<file path="config.mk">
export PLATFORM = sky130hd
export DESIGN_NAME = baud_tick_gen
export DESIGN_NICKNAME = d
export VERILOG_FILES = /design/src/rtl/baud_gen_pkg.sv /design/src/rtl/baud_cfg_reg.sv /design/src/rtl/baud_prescaler.sv /design/src/rtl/baud_reload_div.sv /design/src/rtl/baud_tick_gen.sv
export SDC_FILE = /design/constraint.sdc
export NUM_CORES = 1
export LEC_CHECK = 0
export ABC_AREA = 1
export BUFFER_PORTS_ARGS = -buffer_cell sky130_fd_sc_hd__buf_2
export CORE_ASPECT_RATIO = 0.9
export CORE_MARGIN = 1.5
export CORE_UTILIZATION = 45
export DETAILED_ROUTE_END_ITERATION = 10
export GPL_TIMING_DRIVEN = 0
export PLACE_DENSITY = 0.68
export SYNTH_ARGS = -nofsm -noshare
export SYNTH_HDL_FRONTEND = slang
export SYNTH_SLANG_ARGS = --single-unit
</file>
<file path="constraint.sdc">
create_clock -name clk -period 2.1 [get_ports clk]
set_input_delay 0.21 -clock clk [delete_from_list [all_inputs] [get_ports clk]]
set_output_delay 0.21 -clock clk [all_outputs]
set_load 0.05 [all_outputs]
</file>
<file path="src/rtl/baud_gen_pkg.sv">
package baud_gen_pkg;
    localparam int CFG_W     = 32;
    localparam int DIV_W     = 23;
    localparam int EN_BIT    = 23;
    localparam int SRC_BIT   = 24;
    localparam int CODE_LO   = 26;
    localparam int CODE_W    = 2;
    localparam int PRE_W     = 3;
    localparam int SYS_RATIO = 4;

    typedef enum logic [1:0] {ST_OFF, ST_ARM, ST_RUN} bg_state_t;

    function automatic logic [PRE_W-1:0] xtal_ratio(input logic [CODE_W-1:0] code);
        logic [PRE_W-1:0] r;
        unique case (code)
            2'b00:   r = PRE_W'(3);
            2'b01:   r = PRE_W'(1);
            default: r = PRE_W'(2);
        endcase
        return r;
    endfunction
endpackage

</file>
<file path="src/rtl/baud_cfg_reg.sv">
module baud_cfg_reg
    import baud_gen_pkg::*;
#(
    parameter bit LEGACY_FIXED = 1'b0
) (
    input  logic              clk,
    input  logic              rst,
    input  logic              wr_en,
    input  logic [CFG_W-1:0]  wdata,
    output logic [DIV_W-1:0]  div_o,
    output logic              en_o,
    output logic              src_o,
    output logic [CODE_W-1:0] code_o,
    output logic [CFG_W-1:0]  rdata_o
);
    logic [DIV_W-1:0] div_q;
    logic             en_q;
    logic             src_q;
    logic             unused_wbits;

    always_ff @(posedge clk) begin
        if (rst) begin
            div_q <= '0;
            en_q  <= 1'b0;
            src_q <= 1'b0;
        end else if (wr_en) begin
            div_q <= wdata[DIV_W-1:0];
            en_q  <= wdata[EN_BIT];
            src_q <= wdata[SRC_BIT];
        end
    end

    generate
        if (LEGACY_FIXED) begin : g_fixed
            assign code_o       = '0;
            assign unused_wbits = ^{wdata[CFG_W-1:CODE_LO], wdata[SRC_BIT+1]};
        end else begin : g_sel
            logic [CODE_W-1:0] code_q;
            always_ff @(posedge clk) begin
                if (rst)        code_q <= '0;
                else if (wr_en) code_q <= wdata[CODE_LO +: CODE_W];
            end
            assign code_o       = code_q;
            assign unused_wbits = ^{wdata[CFG_W-1:CODE_LO+CODE_W], wdata[SRC_BIT+1]};
        end
    endgenerate

    assign div_o = div_q;
    assign en_o  = en_q;
    assign src_o = src_q;

    always_comb begin
        rdata_o                      = '0;
        rdata_o[DIV_W-1:0]           = div_q;
        rdata_o[EN_BIT]              = en_q;
        rdata_o[SRC_BIT]             = src_q;
        rdata_o[CODE_LO +: CODE_W]   = code_o;
    end

    // reset leaves a zero readback
    a_r1_reset_clear: assert property (@(posedge clk) rst |=> (rdata_o == '0));

    generate
        if (LEGACY_FIXED) begin : g_chk
            // legacy prescale bits never read back
            a_r10_legacy_code: assert property (@(posedge clk) disable iff (rst)
                wr_en |=> (rdata_o[CODE_LO +: CODE_W] == '0));
        end
    endgenerate
endmodule

</file>
<file path="src/rtl/baud_prescaler.sv">
module baud_prescaler
    import baud_gen_pkg::*;
(
    input  logic             clk,
    input  logic             rst,
    input  logic             run_i,
    input  logic             stb_i,
    input  logic [PRE_W-1:0] ratio_i,
    output logic             pulse_o
);
    localparam logic [PRE_W-1:0] ONE = PRE_W'(1);
    logic [PRE_W-1:0] cnt_q;
    logic             last;

    assign last    = (cnt_q == ratio_i - ONE);
    assign pulse_o = run_i & stb_i & last;

    always_ff @(posedge clk) begin
        if (rst || !run_i)  cnt_q <= '0;
        else if (stb_i)     cnt_q <= last ? '0 : cnt_q + ONE;
    end

    // the prescale count stays below the selected ratio while running
    a_r4_pre_bound: assert property (@(posedge clk) disable iff (rst)
        run_i |-> (cnt_q < ratio_i));
endmodule

</file>
<file path="src/rtl/baud_reload_div.sv">
module baud_reload_div
    import baud_gen_pkg::*;
(
    input  logic             clk,
    input  logic             rst,
    input  logic             run_i,
    input  logic             pulse_i,
    input  logic             kill_i,
    input  logic [DIV_W-1:0] div_i,
    output logic             tick_o
);
    localparam logic [DIV_W-1:0] ONE = DIV_W'(1);
    logic [DIV_W-1:0] cnt_q;
    logic             term;
    logic             tick_q;

    assign term = pulse_i & (cnt_q == div_i);

    always_ff @(posedge clk) begin
        if (rst || !run_i)  cnt_q <= '0;
        else if (pulse_i)   cnt_q <= (cnt_q == div_i) ? '0 : cnt_q + ONE;
    end

    always_ff @(posedge clk) begin
        if (rst) tick_q <= 1'b0;
        else     tick_q <= term & ~kill_i;
    end

    assign tick_o = tick_q;

    // the reload count never passes the programmed divisor while running
    a_r7_div_bound: assert property (@(posedge clk) disable iff (rst)
        run_i |-> (cnt_q <= div_i));
endmodule

</file>
<file path="src/rtl/baud_tick_gen.sv">
module baud_tick_gen
    import baud_gen_pkg::*;
#(
    parameter bit LEGACY_FIXED = 1'b0
) (
    input  logic        clk,
    input  logic        rst,
    input  logic        wr_en,
    input  logic [31:0] wdata,
    output logic [31:0] rdata,
    input  logic        xtal_stb,
    output logic        baud_tick
);
    bg_state_t         state_q, state_d;
    logic [DIV_W-1:0]  div_n;
    logic              cfg_en;
    logic              cfg_src;
    logic [CODE_W-1:0] cfg_code;
    logic              run;
    logic [PRE_W-1:0]  ratio;
    logic              src_stb;
    logic              src_pulse;

    baud_cfg_reg #(.LEGACY_FIXED(LEGACY_FIXED)) u_cfg (
        .clk(clk), .rst(rst), .wr_en(wr_en), .wdata(wdata),
        .div_o(div_n), .en_o(cfg_en), .src_o(cfg_src), .code_o(cfg_code),
        .rdata_o(rdata)
    );

    // State register
    always_ff @(posedge clk) begin
        if (rst) state_q <= ST_OFF;
        else     state_q <= state_d;
    end

    // Next state
    always_comb begin
        state_d = state_q;
        if (wr_en) begin
            state_d = wdata[EN_BIT] ? ST_ARM : ST_OFF;
        end else begin
            unique case (state_q)
                ST_OFF:  state_d = ST_OFF;
                ST_ARM:  state_d = ST_RUN;
                ST_RUN:  state_d = ST_RUN;
                default: state_d = ST_OFF;
            endcase
        end
    end

    // Outputs of the state machine and source selection
    always_comb begin
        run     = (state_q == ST_RUN);
        ratio   = cfg_src ? xtal_ratio(cfg_code) : PRE_W'(SYS_RATIO);
        src_stb = cfg_src ? xtal_stb : 1'b1;
    end

    baud_prescaler u_pre (
        .clk(clk), .rst(rst), .run_i(run), .stb_i(src_stb),
        .ratio_i(ratio), .pulse_o(src_pulse)
    );

    baud_reload_div u_div (
        .clk(clk), .rst(rst), .run_i(run), .pulse_i(src_pulse),
        .kill_i(wr_en), .div_i(div_n), .tick_o(baud_tick)
    );

    // no tick while disabled
    a_r3_off_quiet: assert property (@(posedge clk) disable iff (rst)
        !cfg_en |-> !baud_tick);
    // a write silences the tick for the cycle it lands
    a_r8_restart_quiet: assert property (@(posedge clk) disable iff (rst)
        wr_en |=> !baud_tick);
    // a one-cycle tick unless every source pulse ticks on every cycle
    a_r9_single_pulse: assert property (@(posedge clk) disable iff (rst)
        (baud_tick && !(cfg_src && ratio == PRE_W'(1) && div_n == '0)) |=> !baud_tick);
endmodule

</file>
==> impl_metrics.env <==
export IMPL_min_from="wdata[7]"
export IMPL_leakagePower_uw=0.00151
export IMPL_instances_no_fill=611
export IMPL_r2r_setup_slack_ps=210
export IMPL_first_pass_iters=6
export IMPL_fin_nets=560
export IMPL_cp_startpoint="u_cfg.code_o[0]$_SDFFE_PP0P_"
export IMPL_numPortBuffers=57
export IMPL_hold_depth=3
export IMPL_fmax_mhz=528
export IMPL_fin_crit_ps=1890
export IMPL_grt_setup_unrepaired="no"
export IMPL_yosys_warnings=0
export IMPL_clkLatencyLatePin_ps=310
export IMPL_wl_um=7340
export IMPL_slew_violations=0
export IMPL_vias=2897
export IMPL_synthCells=452
export IMPL_setup_viol=0
export IMPL_grt_pass1_vias=2590
export IMPL_grt_ovfl_total=0
export IMPL_clock_sinks=56
export IMPL_worstRegToRegCells=11
export IMPL_maxCapViolations=0
export IMPL_ys_flop_type="dfxtp_1"
export IMPL_cts_max_level=2
export IMPL_hold_path_end="u_cfg.div_o[7]$_SDFFE_PP0P_"
export IMPL_yosysSeqAreaShare_pct=36.6
export IMPL_route_detailed_drc=0
export IMPL_syn_area_um2=3060
export IMPL_die_area_um2=7310
export IMPL_worstSetupPathType="reg -> reg"
export IMPL_post_dp_hpwl_um=5760
export IMPL_cts_root_buf="clkbuf_8"
export IMPL_r2r_end="u_div.cnt_q[18]$_SDFFE_PP0P_"
export IMPL_cts_buffers_inserted=5
export IMPL_diodes=0
export IMPL_rows=28
export IMPL_slowest_stage="dfxtp_1"
export IMPL_worst_path_buf_inv=3
export IMPL_fin_tns_setup_ps=0
export IMPL_grt_usage_pct=20.7
export IMPL_worstPathCellList="inv_1 -> o21ai_0 -> ha_1 -> xnor2_1 -> nor2_4 -> nand3_4 -> inv_4 -> nand3_4 -> nand2_4 -> buf_6 -> nor2_2"
export IMPL_slowest_delay_ps=340
export IMPL_cts_tree="built"
export IMPL_synth_edf_count=0
export IMPL_hold_viol_final=0
export IMPL_total_power_uw=2070
export IMPL_synth_common_cells="124 x nand2_1, 58 x inv_1, 56 x dfxtp_1"
export IMPL_path_delay_family="simple AND/OR/NAND/NOR gates"
export IMPL_fp_dieW_um=89.9
export IMPL_cts_buffer_depth=2
export IMPL_power_density_nw_per_um2=581
export IMPL_syn_avg_cell_area_um2=6.77
export IMPL_io_pins=69
export IMPL_grt_pass1_wl_um=12100
export IMPL_path_clk_slew_ps=100
export IMPL_drtAntennaViolNets=0
export IMPL_dpl_cell_count=603
export IMPL_avgRoutedWirePerCell_um=12.0
export IMPL_relSlewSlack_pct=64.5
export IMPL_synth_top_area_cell="dfxtp_1"
export IMPL_ir_drop_v=0.000293
export IMPL_initial_utilization_pct=46.5
export IMPL_status="finished clean"
export IMPL_tightest_slew_ps=533
export IMPL_drive_above_1_share_pct=22.1
export IMPL_routed_via_density=4.74
export IMPL_critPathRequiredTime_ps=2310
export IMPL_hold_class="in -> reg"
export IMPL_synth_distinct_cells=32
export IMPL_crit_path_max_fanout=10
export IMPL_startpoint_type="register"
export IMPL_routabilityCongestion=0.898
export IMPL_endpoint_kind="register"
export IMPL_core_um2=6590
export IMPL_synth_async_reset_ratio_pct=0
export IMPL_r2r_start="u_cfg.code_o[0]$_SDFFE_PP0P_"
export IMPL_die_y_um=81.3
export IMPL_drt_iter0_drc=129
export IMPL_ys_seq_elements=56
export IMPL_synth_most_common_cell="nand2_1"
export IMPL_syn_to_final_growth_pct=16.5
export IMPL_arrival_ps=2100
export IMPL_crit_top_cell="nand3_4"
export IMPL_synth_area_top_cells="dfxtp_1 37%, nand2_1 15%, nand3_1 7.5%"
export IMPL_antenna_found_initial=0
export IMPL_netlist_area_leader_share_pct=36.6
export IMPL_skew_ps=8.71
export IMPL_fin_crit_sh_pct=90.1
export IMPL_grt_max_degree=16
## through the flow
step	setup WS (ps)	hold slack, ps	util (%)	area, um2
2_1_floorplan	13.0	344	-	3080
3_3_place_gp	144	437	52.8	3470
3_5_place_dp	102	443	52.8	3470
4_1_cts	91.7	120	54.1	3560
5_1_grt	63.6	125	54.1	3570
6_report	207	121	54.1	3570
## registers in the layout (all words and copies together), names as in the netlist
name          cells
u_div.tick_o      1
state_q           2
u_pre.cnt_q       3
u_cfg.code_o      2
u_cfg.div_o      23
u_cfg.en_o        1
u_div.cnt_q      23
u_cfg.src_o       1
## what timing repair did
item | 4_1_cts | 5_1_grt
hold buffers | 0 | 0
setup buffers | 0 | 0
resized for setup | 0 | 1
endpoints found under the setup margin | 0 | 13
## area by class of cell
cell class	instances	area (um2)
clock buffer	8	90.1
timing repair buffer	57	285
inverter	61	231
multi-input combinational	317	1570
buffer	22	153
tap	90	113
sequential	56	1120
fill	700	3020
## routing by layer
metal | vias to the layer above | share of wire [%] | global-route usage, %
met4 | 0 | 2.3 | 7.46
met2 | 52 | 45 | 34.4
li1 | 1516 | - | -
met1 | 1316 | 50 | 27.5
met3 | 13 | 3.0 | 3.28
met5 | - | 0 | 0
## worst reg2reg max path: stages (launching register included)
cell and delay [ps]:
dfxtp_1 340, inv_1 60, o21ai_0 150, ha_1 260, xnor2_1 160, nor2_4 150
nand3_4 140, inv_4 120, nand3_4 80, nand2_4 110, buf_6 180, nor2_2 50
## cell families (layout without fill, tap and decap cells)
| group | Yosys count | after routing | synth area share (%) |
|---|---|---|---|
| simple gates | 255 | 255 | 38.2 |
| buf+inv | 83 | 148 | 12.5 |
| flops | 56 | 56 | 36.6 |
| compound gates | 38 | 38 | 6.58 |
| xor+xnor | 15 | 15 | 4.29 |
| fa+ha+maj | 4 | 4 | 1.63 |
| other cells | 1 | 5 | 0.122 |
## layout by cell type, fill, tap and decap left out, drive strengths merged
| master | count |
|---|---|
| a21oi | 2 |
| buf | 73 |
| clkbuf | 14 |
| clkinv | 1 |
| conb | 5 |
| dfxtp | 56 |
| ha | 4 |
| inv | 60 |
| nand2 | 134 |
| nand3 | 48 |
| nand3b | 2 |
| nand4 | 3 |
| nor2 | 61 |
| nor3 | 6 |
| o21ai | 31 |
| o21bai | 4 |
| o22ai | 1 |
| or2 | 1 |
| xnor2 | 9 |
| xor2 | 6 |
## worst max-delay path by stage
| stage | cells after the start | end | slack, ps |
|---|---|---|---|
| after detailed placement | 10 | u_div.cnt_q[18]$_SDFFE_PP0P_ | 100 |
| after global routing | 11 | u_div.cnt_q[19]$_SDFFE_PP0P_ | 60 |
| final | 11 | u_div.cnt_q[18]$_SDFFE_PP0P_ | 210 |
| after global placement | 10 | u_div.cnt_q[1]$_SDFFE_PP0P_ | 140 |
| after CTS | 10 | u_div.cnt_q[18]$_SDFFE_PP0P_ | 90 |
| after floorplan | 11 | u_div.cnt_q[1]$_SDFFE_PP0P_ | 10 |
## report_power, final
group	leakage [uW]	switching, uW	internal, uW
sequential	0.000457	27.7	1090
clock	0.0000455	343	270
combinational	0.00101	239	99.4
total	0.00151	609	1460
(Power assumes the default switching activity.)
